<file path="src/rtl/dldo_pkg.sv">
package dldo_pkg;

    localparam int DLDO_CODE_W   = 8;
    localparam int DLDO_FINE_N   = 80;
    localparam int DLDO_FINE_MID = 40;
    localparam int DLDO_SYNC_N   = 2;

    typedef enum logic {
        PH_COARSE = 1'b0,
        PH_FINE   = 1'b1
    } loop_phase_e;

    typedef enum logic [1:0] {
        TRIM_HOLD = 2'd0,
        TRIM_UP   = 2'd1,
        TRIM_DOWN = 2'd2
    } trim_cmd_e;

    // Select a trim command from the phase, the decision and the saturation flags.
    function automatic trim_cmd_e trim_pick(input loop_phase_e ph, input logic want_up,
                                            input logic full, input logic empty);
        trim_cmd_e cmd;
        cmd = TRIM_HOLD;
        if (ph == PH_FINE) begin
            if (want_up && !full)
                cmd = TRIM_UP;
            else if (!want_up && !empty)
                cmd = TRIM_DOWN;
        end
        return cmd;
    endfunction

endpackage

</file>
<file path="src/rtl/dldo_sync.sv">
module dldo_sync #(
    parameter int STAGES = dldo_pkg::DLDO_SYNC_N
) (
    input  logic clk,
    input  logic rst,
    input  logic d_in,
    output logic q_out
);
    logic [STAGES-1:0] chain_q;

    always_ff @(posedge clk) begin
        if (rst)
            chain_q <= '0;
        else
            chain_q <= {chain_q[STAGES-2:0], d_in};
    end

    assign q_out = chain_q[STAGES-1];
endmodule

</file>
<file path="src/rtl/dldo_sar.sv">
module dldo_sar #(
    parameter int W = dldo_pkg::DLDO_CODE_W
) (
    input  logic         clk,
    input  logic         rst,
    input  logic         restart,
    input  logic         dec_low,
    output logic [W-1:0] code,
    output logic         done
);
    localparam logic [W-1:0] TRIAL_FIRST = {1'b1, {(W-1){1'b0}}};

    logic [W-1:0] kept_q;
    logic [W-1:0] trial_q;
    logic         done_q;

    always_ff @(posedge clk) begin
        if (rst || restart) begin
            kept_q  <= '0;
            trial_q <= TRIAL_FIRST;
            done_q  <= 1'b0;
        end else if (!done_q) begin
            if (dec_low)
                kept_q <= kept_q | trial_q;
            trial_q <= trial_q >> 1;
            if (trial_q[0])
                done_q <= 1'b1;
        end
    end

    assign code = kept_q | trial_q;
    assign done = done_q;
endmodule

</file>
<file path="src/rtl/dldo_trim.sv">
module dldo_trim #(
    parameter int N   = dldo_pkg::DLDO_FINE_N,
    parameter int MID = dldo_pkg::DLDO_FINE_MID
) (
    input  logic                clk,
    input  logic                rst,
    input  logic                restart,
    input  dldo_pkg::trim_cmd_e cmd,
    output logic [N-1:0]        en,
    output logic                full,
    output logic                empty
);
    import dldo_pkg::*;

    localparam logic [N-1:0] MID_PATTERN = {{(N-MID){1'b0}}, {MID{1'b1}}};

    logic [N-1:0] en_q;
    logic [N-1:0] en_next;

    // Each stage takes its lower neighbour when growing and its upper one when shrinking.
    for (genvar g = 0; g < N; g++) begin : g_stage
        if (g == 0) begin : g_bottom
            always_comb begin
                unique case (cmd)
                    TRIM_UP:   en_next[g] = 1'b1;
                    TRIM_DOWN: en_next[g] = en_q[g+1];
                    default:   en_next[g] = en_q[g];
                endcase
            end
        end else if (g == N-1) begin : g_top
            always_comb begin
                unique case (cmd)
                    TRIM_UP:   en_next[g] = en_q[g-1];
                    TRIM_DOWN: en_next[g] = 1'b0;
                    default:   en_next[g] = en_q[g];
                endcase
            end
        end else begin : g_mid
            always_comb begin
                unique case (cmd)
                    TRIM_UP:   en_next[g] = en_q[g-1];
                    TRIM_DOWN: en_next[g] = en_q[g+1];
                    default:   en_next[g] = en_q[g];
                endcase
            end
        end
    end

    always_ff @(posedge clk) begin
        if (rst || restart)
            en_q <= MID_PATTERN;
        else
            en_q <= en_next;
    end

    assign en    = en_q;
    assign full  = en_q[N-1];
    assign empty = !en_q[0];
endmodule

</file>
<file path="src/rtl/dldo_ctrl.sv">
module dldo_ctrl #(
    parameter int CODE_W   = dldo_pkg::DLDO_CODE_W,
    parameter int FINE_N   = dldo_pkg::DLDO_FINE_N,
    parameter int FINE_MID = dldo_pkg::DLDO_FINE_MID
) (
    input  logic              clk,
    input  logic              rst,
    input  logic              restart,
    input  logic              cmp_low,
    output logic [CODE_W-1:0] coarse_code,
    output logic [FINE_N-1:0] fine_en,
    output logic              coarse_done
);
    import dldo_pkg::*;

    logic        dec_low;
    logic        sar_done;
    logic        trim_full;
    logic        trim_empty;
    loop_phase_e phase;
    trim_cmd_e   cmd;

    dldo_sync #(.STAGES(DLDO_SYNC_N)) sync_i (
        .clk   (clk),
        .rst   (rst),
        .d_in  (cmp_low),
        .q_out (dec_low)
    );

    dldo_sar #(.W(CODE_W)) sar_i (
        .clk     (clk),
        .rst     (rst),
        .restart (restart),
        .dec_low (dec_low),
        .code    (coarse_code),
        .done    (sar_done)
    );

    assign phase = sar_done ? PH_FINE : PH_COARSE;
    assign cmd   = trim_pick(phase, dec_low, trim_full, trim_empty);

    dldo_trim #(.N(FINE_N), .MID(FINE_MID)) trim_i (
        .clk     (clk),
        .rst     (rst),
        .restart (restart),
        .cmd     (cmd),
        .en      (fine_en),
        .full    (trim_full),
        .empty   (trim_empty)
    );

    assign coarse_done = sar_done;
endmodule

</file>
<file path="config.mk">
export PLATFORM = sky130hd
export DESIGN_NAME = dldo_ctrl
export DESIGN_NICKNAME = d
export VERILOG_FILES = /design/src/rtl/dldo_pkg.sv /design/src/rtl/dldo_sync.sv /design/src/rtl/dldo_sar.sv /design/src/rtl/dldo_trim.sv /design/src/rtl/dldo_ctrl.sv
export SDC_FILE = /design/constraint.sdc
export NUM_CORES = 1
export LEC_CHECK = 0
export ABC_AREA = 1
export BUFFER_PORTS_ARGS = -buffer_cell sky130_fd_sc_hd__buf_2
export CORE_MARGIN = 5
export CORE_UTILIZATION = 51
export CTS_BUF_LIST = sky130_fd_sc_hd__clkbuf_16
export DETAILED_ROUTE_END_ITERATION = 8
export MAX_ROUTING_LAYER = met4
export PLACE_DENSITY_LB_ADDON = 0.1
export SYNTH_ARGS = -nofsm -noshare
export SYNTH_HDL_FRONTEND = slang
export SYNTH_HIERARCHICAL = 1
export SYNTH_SLANG_ARGS = --single-unit
</file>
<file path="constraint.sdc">
create_clock -name clk -period 1.4 [get_ports clk]
set_input_delay 0.21 -clock clk [delete_from_list [all_inputs] [get_ports clk]]
set_output_delay 0.21 -clock clk [all_outputs]
set_load 0.02 [all_outputs]
</file>
* Word-level counts from Yosys, hierarchy flattened
Cells that the tools add are included.
** Cells by class
- Reduce and logical (&&, ||, !) cells :: 7
- Eq/ne operators :: 2
- Multiplexer cells :: 86
- Bitwise operators :: 2
** Operator list (number)
- 1-bit case mux with 2 select lines :: 80
- 8-bit OR :: 1
- 2-bit 2-to-1 mux :: 3
- 1-bit 2-to-1 mux :: 3
- 2-bit by 1-bit == test with 1-bit output (second input constant) :: 1
- 2-bit == test (second input constant) :: 1
- 1-bit logical AND :: 2
- 1-bit logical NOT :: 2
- 2-bit AND reduction :: 1
- 2-bit nonzero test :: 1
- 1-bit logical OR :: 1
- 1-bit inverter :: 1
** Word-level totals
- Register bits :: 99
- Input bits :: 4
- Word-level logic and storage cells :: 102

* Depth between registers and ports, before layout
Gate-level depths: netlist (run 1).
- Depth in word-level cells :: 7
- Depth in mapped cells :: 12

* Hierarchy
The synthesis (run 1) kept the hierarchy.
** By module, submodules not included
- dldo_trim :: area each 4295.4 µm², instances 1, cells an instance 724, seq. area each 1601.5 µm²
- dldo_sar :: area each 753.2 µm², instances 1, cells an instance 94, seq. area each 340.3 µm²
- dldo_sync :: area each 55.1 µm², instances 1, cells an instance 6, seq. area each 40.0 µm²
- dldo_ctrl :: area each 21.3 µm², instances 1, cells an instance 5, seq. area each 0.0 µm²

* Worst setup path before layout (run 1)
Ideal clock, no wire load.
- Kind :: reg2reg
- Start point :: reg sar_i.done_q (netlist: sar_i/done)
- End point :: reg trim_i.en_q[44] (netlist: trim_i/en[44])
- Stages on the path, launching flop included :: 12
- Data required time :: 1.285 ns
- Buffers on the path :: 3
- Arrival time :: 1.575 ns
- Setup slack :: -0.290 ns
- Period minus slack after synthesis :: 1.690 ns
- Path through :: dfxtp_1 -> nand2_1 -> nor2_2 -> inv_1 -> ha_1 -> buf_2 -> inv_2 -> buf_6 -> buf_6 -> nand2_1 -> nor2_1 -> nor2_1
** On the way
- Cells in the longest elaborated chain, start to end :: 4
- Elaborated cells on any way between the ends :: 6
** Ends and longest elaborated chain
- start: declaration :: RTL line dldo_sar.sv:15 : logic done_q;
- start signal: assignment :: RTL line dldo_sar.sv:21 : done_q <= 1'b0;
- start signal: assignment :: RTL line dldo_sar.sv:27 : done_q <= 1'b1;
- 1-bit 2-to-1 mux (*) :: RTL line dldo_ctrl.sv:39 : assign phase = sar_done ? PH_FINE : PH_COARSE;
- 2-bit 2-to-1 mux (*) :: RTL line dldo_pkg.sv:24 : if (ph == PH_FINE) begin
- named net cmd[0] :: RTL line dldo_ctrl.sv:21 : trim_cmd_e cmd;
- 2-bit == test / 2-bit by 1-bit == test with 1-bit output (equally long branches) :: RTL line dldo_trim.sv:40 : unique case (cmd)
- 1-bit case mux with 2 select lines / 2-bit nonzero test (equally long branches)
- end signal: assignment :: RTL line dldo_trim.sv:53 : en_q <= en_next;
- end: declaration :: RTL line dldo_trim.sv:17 : logic [N-1:0] en_q;
The timed path passes the listed nets; every way through them passes the cells marked *.
A chain may end at the register's enable or synchronous reset.

* Final worst setup path (run 1)
- Start point :: reg trim_i.en_q[0] (netlist: trim_i/en[0])
- End point :: reg trim_i.en_q[66] (netlist: trim_i/en[66])
** On the way
- Cells in the longest elaborated chain, start to end :: 6
- Elaborated cells on any way between the ends :: 8
** Ends and longest elaborated chain
- 1-bit logical AND (*) :: RTL line dldo_pkg.sv:27 : else if (!want_up && !empty)
- 2-bit 2-to-1 mux (*) :: RTL line dldo_pkg.sv:27
- 2-bit 2-to-1 mux (*) :: RTL line dldo_pkg.sv:25 : if (want_up && !full)
- 2-bit 2-to-1 mux (*) :: RTL line dldo_pkg.sv:24
- named net cmd[1] :: RTL line dldo_ctrl.sv:21
- 2-bit == test / 2-bit by 1-bit == test with 1-bit output (equally long branches) :: RTL line dldo_trim.sv:40
- 1-bit case mux with 2 select lines / 2-bit nonzero test (equally long branches)
Marked as above.

==> flow_metrics.env, run 1 <==
export IMPL_max_freq_ghz=0.618
export IMPL_period_minus_slack_ns=1.62
export IMPL_core_sq_mm=0.00977
export IMPL_outcome="finished with violations"
export IMPL_viasPerCell=4.87
export IMPL_grt_util_all_layers_pct=21.1
export IMPL_start_kind="flip-flop"
export IMPL_gr_total_overflow=0
export IMPL_fin_cells=1077
export IMPL_row_count=36
export IMPL_min_path_type="primary input to flip-flop"
export IMPL_ys_types=21
export IMPL_syn_num_nets=835
export IMPL_yosys_area_top_type="dfxtp_1"
export IMPL_vias=5245
export IMPL_critPathTopFamily="buffers and inverters"
export IMPL_drive_above_1_share_pct=33.3
export IMPL_cp_slowest_cell="dfxtp_4"
export IMPL_slew_headroom_pct=81.1
export IMPL_slowest_delay_ns=0.34
export IMPL_initial_utilization_pct=52.4
export IMPL_drt_pass1_iter_count=5
export IMPL_setup_violations=80
export IMPL_hpwl_um=7770
export IMPL_drtIter0Drc=337
export IMPL_io_buffers=92
export IMPL_cp_arrival_ns=1.87
export IMPL_antenna_found_initial=0
export IMPL_drc=0
export IMPL_crit_type="flip-flop to flip-flop"
export IMPL_power_density_mw_per_mm2=766
export IMPL_clkSinkCount=99
export IMPL_cp_end_kind="flip-flop"
export IMPL_netlist_instances=829
export IMPL_ir_worst_vdd_mv=0.453
export IMPL_maxCapViolations=0
export IMPL_tightest_slew_ns=0.284
export IMPL_dieArea_sq_mm=0.0122
export IMPL_fin_nets=945
export IMPL_rsz0062_at_grt="yes"
export IMPL_clk_pin_slew_ns=0.07
export IMPL_synth_area_sq_mm=0.00512
export IMPL_grt_pass1_wl_um=20300
export IMPL_setup_tns_ns=-10.80
export IMPL_cts_hold_buf=0
export IMPL_skew_ns=0.00491
export IMPL_wl_per_cell_um=12.8
export IMPL_cts_tree="yes"
export IMPL_antenna_cells=0
export IMPL_crit_required_ns=1.65
export IMPL_grt_pass1_vias=4448
export IMPL_placed_cells=1032
export IMPL_violations="setup timing"
export IMPL_finalWorstSetupSlack_ns=-0.218
export IMPL_whs_ns=0.0769
export IMPL_yosysSeqAreaShare_pct=38.7
export IMPL_numCtsBuffers=9
export IMPL_pre_cts_ws_ns=-0.177
export IMPL_pin_count=93
export IMPL_gp_congestion=0.811
export IMPL_yosys_area_top_type_share_pct=38.7
export IMPL_area_growth_pct=39.1
export IMPL_synth_seq_cells=99
export IMPL_cp_cell_sequence="inv_2 > inv_2 > nand2_2 > nor2_4 > buf_6 > ha_4 > clkinv_8 > buf_12 > nand2_1 > nor2_1 > nor2_1"
export IMPL_clock_latency_ns=0.34
export IMPL_min_period_over_period_pct=116
export IMPL_chipWidth_um=110
export IMPL_htreeDepth=3
export IMPL_totalWireLength_um=13800
export IMPL_clk_path_buf_depth=2
export IMPL_antenna_left=0
export IMPL_syn_area_per_cell_sq_um=6.18
export IMPL_p_leak_nw=3.68
export IMPL_yosys_warnings=6
export IMPL_die_y_um=110
export IMPL_synth_area_leaders="dfxtp_1, nand2_1, inv_1, nor2_1, o21ai_1"
export IMPL_timing_hold_violations_final=0
export IMPL_crit_buf_inv=5
export IMPL_grt_max_degree=44
export IMPL_path_max_fanout=10
export IMPL_clockRootBuffer="clkbuf_16"
export IMPL_slew_viol_final=0
==> what timing repair did <==
action,in CTS,in global routing
gates cloned,6,15
endpoints found under the setup margin,80,80
resized for setup,64,116
setup buffers,7,6
pin swaps,8,31
==> power breakdown <==
group	switching, mW	total, mW	internal [mW]	leakage [nW]
combinational	0.0899	0.134	0.0440	2.73
clock	1.10	2.50	1.40	0.149
sequential	0.00499	2.82	2.82	0.801
total	1.20	5.46	4.26	3.68
==> per-layer routing <==
metal	vias to the layer above	share of wire (%)	global-route usage, %
met5	-	0	-
met4	0	2.0	8.00
met3	20	5.7	3.44
met2	163	49	33.9
met1	2390	43	26.7
li1	2672	-	-
==> kinds of logic after synthesis <==
logic type / after synthesis / share of synthesized area, %
DFF: 99 / 38.7
AOI/OAI and AO/OA: 59 / 6.42
buffers and inverters: 190 / 17.6
adders and majority gates: 2 / 0.488
and+or+nand+nor: 479 / 36.8
==> worst reg2reg max path: stages, from the launching register on <==
cell and delay (ns):
dfxtp_4 0.34, inv_2 0.06, inv_2 0.03, nand2_2 0.06, nor2_4 0.04, buf_6 0.11, ha_4 0.34, clkinv_8 0.12
buf_12 0.16, nand2_1 0.07, nor2_1 0.04, nor2_1 0.16
==> path summary, 6_finish.rpt <==
check / startpoint / to / slack (ns) / cells after the start
worst max-delay path: trim_i/en[0]$_SDFFE_PP1P_ / trim_i/en[66]$_SDFFE_PP0P_ / -0.22 / 11
worst min-delay path: cmp_low / sync_i/chain_q[0]$_SDFF_PP0_ / 0.08 / 3
worst max register to register: trim_i/en[0]$_SDFFE_PP1P_ / trim_i/en[66]$_SDFFE_PP0P_ / -0.22 / 11
worst min register to register: sync_i/chain_q[0]$_SDFF_PP0_ / sync_i/chain_q[1]$_SDFF_PP0_ / 0.43 / 2
==> placed cells by master, fill, tap and decap left out <==
| cell type | netlist | final |
|---|---|---|
| nor2_8 | 1 | 1 |
| clkinv_1 | 0 | 1 |
| o21ai_2 | 1 | 35 |
| nand3_1 | 39 | 30 |
| nand2_2 | 7 | 60 |
| inv_2 | 2 | 10 |
| nor2_2 | 2 | 8 |
| clkbuf_16 | 0 | 20 |
| buf_12 | 1 | 17 |
| buf_16 | 0 | 4 |
| inv_8 | 1 | 2 |
| dfxtp_2 | 0 | 1 |
| ha_4 | 0 | 2 |
| inv_1 | 139 | 130 |
| bufinv_16 | 0 | 1 |
| buf_8 | 0 | 5 |
| clkinv_4 | 0 | 2 |
| nor2_1 | 129 | 121 |
| inv_4 | 1 | 1 |
| nand2_4 | 0 | 11 |
| a21oi_2 | 8 | 9 |
| dfxtp_1 | 99 | 96 |
| nand2_1 | 301 | 237 |
| buf_2 | 23 | 92 |
| o21ai_1 | 40 | 6 |
| clkinv_2 | 0 | 1 |
| buf_6 | 13 | 9 |
| o21ai_0 | 1 | 1 |
| nand3_2 | 0 | 9 |
| a21oi_1 | 9 | 8 |
| clkinv_8 | 0 | 1 |
| inv_6 | 0 | 2 |
| nor2_4 | 0 | 2 |
| buf_4 | 10 | 7 |
| dfxtp_4 | 0 | 2 |
==> area by class of cell <==
class                   instances  area (sq um)
clock inverters                 7          76.3
clock buffers                   9           225
multi-input cells             540          2690
inverters                     143           559
fillers                       802          2650
flip-flops and latches         99          1990
repair inverters                1          8.76
repair buffers                145          1420
well taps                     133           166
==> cells in the mapped netlist <==
| cell type | instances |
|---|---|
| buf_2 | 23 |
| nor2_8 | 1 |
| nand2_2 | 7 |
| inv_4 | 1 |
| o21ai_0 | 1 |
| nand3_1 | 39 |
| inv_2 | 2 |
| dfxtp_1 | 99 |
| nand2_1 | 301 |
| buf_4 | 10 |
| o21ai_1 | 40 |
| buf_12 | 1 |
| buf_6 | 13 |
| nor2_1 | 129 |
| inv_8 | 1 |
| a21oi_2 | 8 |
| nor2_2 | 2 |
| o21ai_2 | 1 |
| inv_1 | 139 |
| a21oi_1 | 9 |
| ha_1 | 2 |
==> flip-flops by register name (all words and copies together), names as in the netlist <==
name	count
trim_i/en	80
sar_i/kept_q	8
sar_i/trial_q	8
sync_i/chain_q	2
sar_i/done	1
==> metrics by stage <==
step / power [mW] / util [%] / instance area, sq um
2_1_floorplan: 2.96 / - / 5140
3_3_place_gp: 3.00 / 58.7 / 5730
3_5_place_dp: 3.00 / 58.7 / 5730
4_1_cts: 5.52 / 66.3 / 6480
5_1_grt: 5.65 / 72.9 / 7130
6_report: 5.46 / 72.9 / 7130
Power figures use the tool's default switching activity.
==> run 2: changes to the inputs <==
--- a/config.mk
+++ b/config.mk
@@ -11,6 +11,7 @@
 export CORE_UTILIZATION = 51
 export CTS_BUF_LIST = sky130_fd_sc_hd__clkbuf_16
 export DETAILED_ROUTE_END_ITERATION = 8
+export HOLD_SLACK_MARGIN = 0.15
 export MAX_ROUTING_LAYER = met4
 export PLACE_DENSITY_LB_ADDON = 0.1
 export SYNTH_ARGS = -nofsm -noshare
==> flow_metrics.env, run 2 (synthesis results as in run 1) <==
export IMPL_io_buffers=92
export IMPL_viasPerCell=4.88
export IMPL_pin_count=93
export IMPL_maxCapViolations=0
export IMPL_clock_latency_ns=0.34
export IMPL_hp_start="rst"
export IMPL_tightest_slew_ns=0.285
export IMPL_cp_end_kind="flip-flop"
export IMPL_setup_violations=80
export IMPL_row_count=36
export IMPL_final_common_cell="nand2_1"
export IMPL_clk_path_buf_depth=2
export IMPL_p_leak_nw=3.69
export IMPL_drtIter0Drc=314
export IMPL_grt_pass1_vias=4467
export IMPL_antenna_left=0
export IMPL_whs_ns=0.191
export IMPL_initial_utilization_pct=52.4
export IMPL_gr_total_overflow=0
export IMPL_crit_required_ns=1.66
export IMPL_start_kind="flip-flop"
export IMPL_vias=5269
export IMPL_grt_util_all_layers_pct=21.1
export IMPL_largest_reg_flops=80
export IMPL_gp_congestion=0.811
export IMPL_finalWorstSetupSlack_ns=-0.218
export IMPL_slew_viol_final=0
export IMPL_timing_rr_start="trim_i/en[0]$_SDFFE_PP1P_"
export IMPL_clk_pin_slew_ns=0.07
export IMPL_core_sq_mm=0.00977
export IMPL_p_total_mw=5.47
export IMPL_antenna_found_initial=0
export IMPL_hpwl_um=7770
export IMPL_drc=0
export IMPL_drive_above_1_share_pct=33.2
export IMPL_clkSinkCount=99
export IMPL_rsz0062_at_grt="yes"
export IMPL_htreeDepth=3
export IMPL_final_cell_mix="nand2_1, inv_1, nor2_1, dfxtp_1, buf_2"
export IMPL_wl_per_cell_um=12.8
export IMPL_min_path_cells=2
export IMPL_final_core_util_pct=73.1
export IMPL_cts_tree="yes"
export IMPL_power_density_mw_per_mm2=765
export IMPL_clockRootBuffer="clkbuf_16"
export IMPL_drt_pass1_iter_count=5
export IMPL_chipWidth_um=110
export IMPL_ir_worst_vdd_mv=0.453
export IMPL_area_growth_pct=39.5
export IMPL_cp_arrival_ns=1.88
export IMPL_totalWireLength_um=13900
export IMPL_crit_type="flip-flop to flip-flop"
export IMPL_max_freq_ghz=0.618
export IMPL_crit_start="trim_i/en[0]$_SDFFE_PP1P_"
export IMPL_outcome="finished with violations"
export IMPL_postPlaceCellArea_sq_mm=0.00573
export IMPL_fin_nets=947
export IMPL_fin_cells=1079
export IMPL_grt_max_degree=44
export IMPL_min_path_type="primary input to flip-flop"
export IMPL_min_period_over_period_pct=116
export IMPL_fin_area_sq_mm=0.00715
export IMPL_timing_hold_violations_final=0
export IMPL_violations="setup timing"
export IMPL_fill_cells=797
export IMPL_slew_headroom_pct=81.0
export IMPL_grt_pass1_wl_um=20300
export IMPL_placed_cells=1032
export IMPL_skew_ns=0.00576
export IMPL_r2r_cells=11
export IMPL_antenna_cells=0
export IMPL_numCtsBuffers=9
export IMPL_die_y_um=110
export IMPL_dieArea_sq_mm=0.0122
export IMPL_path_max_fanout=10
export IMPL_period_minus_slack_ns=1.62
[run 2: layout make-up]
type	instances	area (sq um)	area share, %
clock buffers	9	225	3.15
clock inverters	7	76.3	1.07
inverters	143	559	7.82
multi-input cells	540	2690	37.6
flip-flops and latches	99	1990	27.8
well taps	133	166	2.33
repair buffers	147	1440	20.1
repair inverters	1	8.76	0.123
[run 2: power by group]
group	switching (mW)	total, mW	leakage [nW]	internal (mW)
registers	0.00499	2.82	0.801	2.82
clock network	1.10	2.51	0.149	1.40
logic	0.0904	0.138	2.74	0.0476
total	1.20	5.47	3.69	4.27
[run 2: layer usage]
layer	vias up	share of wire [%]	global-route usage, %
met5	-	0	-
met4	0	2.1	8.00
met3	22	5.7	3.44
met2	154	49	34.1
met1	2411	43	26.8
li1	2682	-	-
[run 2: repair_timing]
action | in CTS | in global routing
cloned | 6 | 15
hold endpoints to repair | 1 | 0
gates resized for setup | 64 | 116
endpoints found under the setup margin | 80 | 80
hold buffers | 2 | 0
buffers inserted | 7 | 6
pin swaps | 8 | 31
[run 2: worst max-delay path, cell delays in order, from the launching register on]
cell      delay [ns]
dfxtp_4         0.34
inv_2           0.06
inv_2           0.03
nand2_2         0.06
nor2_4          0.04
buf_6           0.11
ha_4            0.34
clkinv_8        0.12
buf_12          0.16
nand2_1         0.07
nor2_1          0.04
nor2_1          0.16
[run 2: through the flow]
step	TNS (ns)	setup WS (ns)
2_1_floorplan	-9.89	-0.169
3_3_place_gp	-5.61	-0.114
3_5_place_dp	-9.88	-0.177
4_1_cts	-7.80	-0.127
5_1_grt	-15.61	-0.265
6_report	-10.72	-0.218
[run 2: path summary, 6_finish.rpt]
kind	endpoint	slack (ns)
worst max-delay path	trim_i/en[66]$_SDFFE_PP0P_	-0.22
worst min-delay path	sync_i/chain_q[1]$_SDFF_PP0_	0.19
worst max register to register	trim_i/en[66]$_SDFFE_PP0P_	-0.22
worst min register to register	sync_i/chain_q[1]$_SDFF_PP0_	0.43
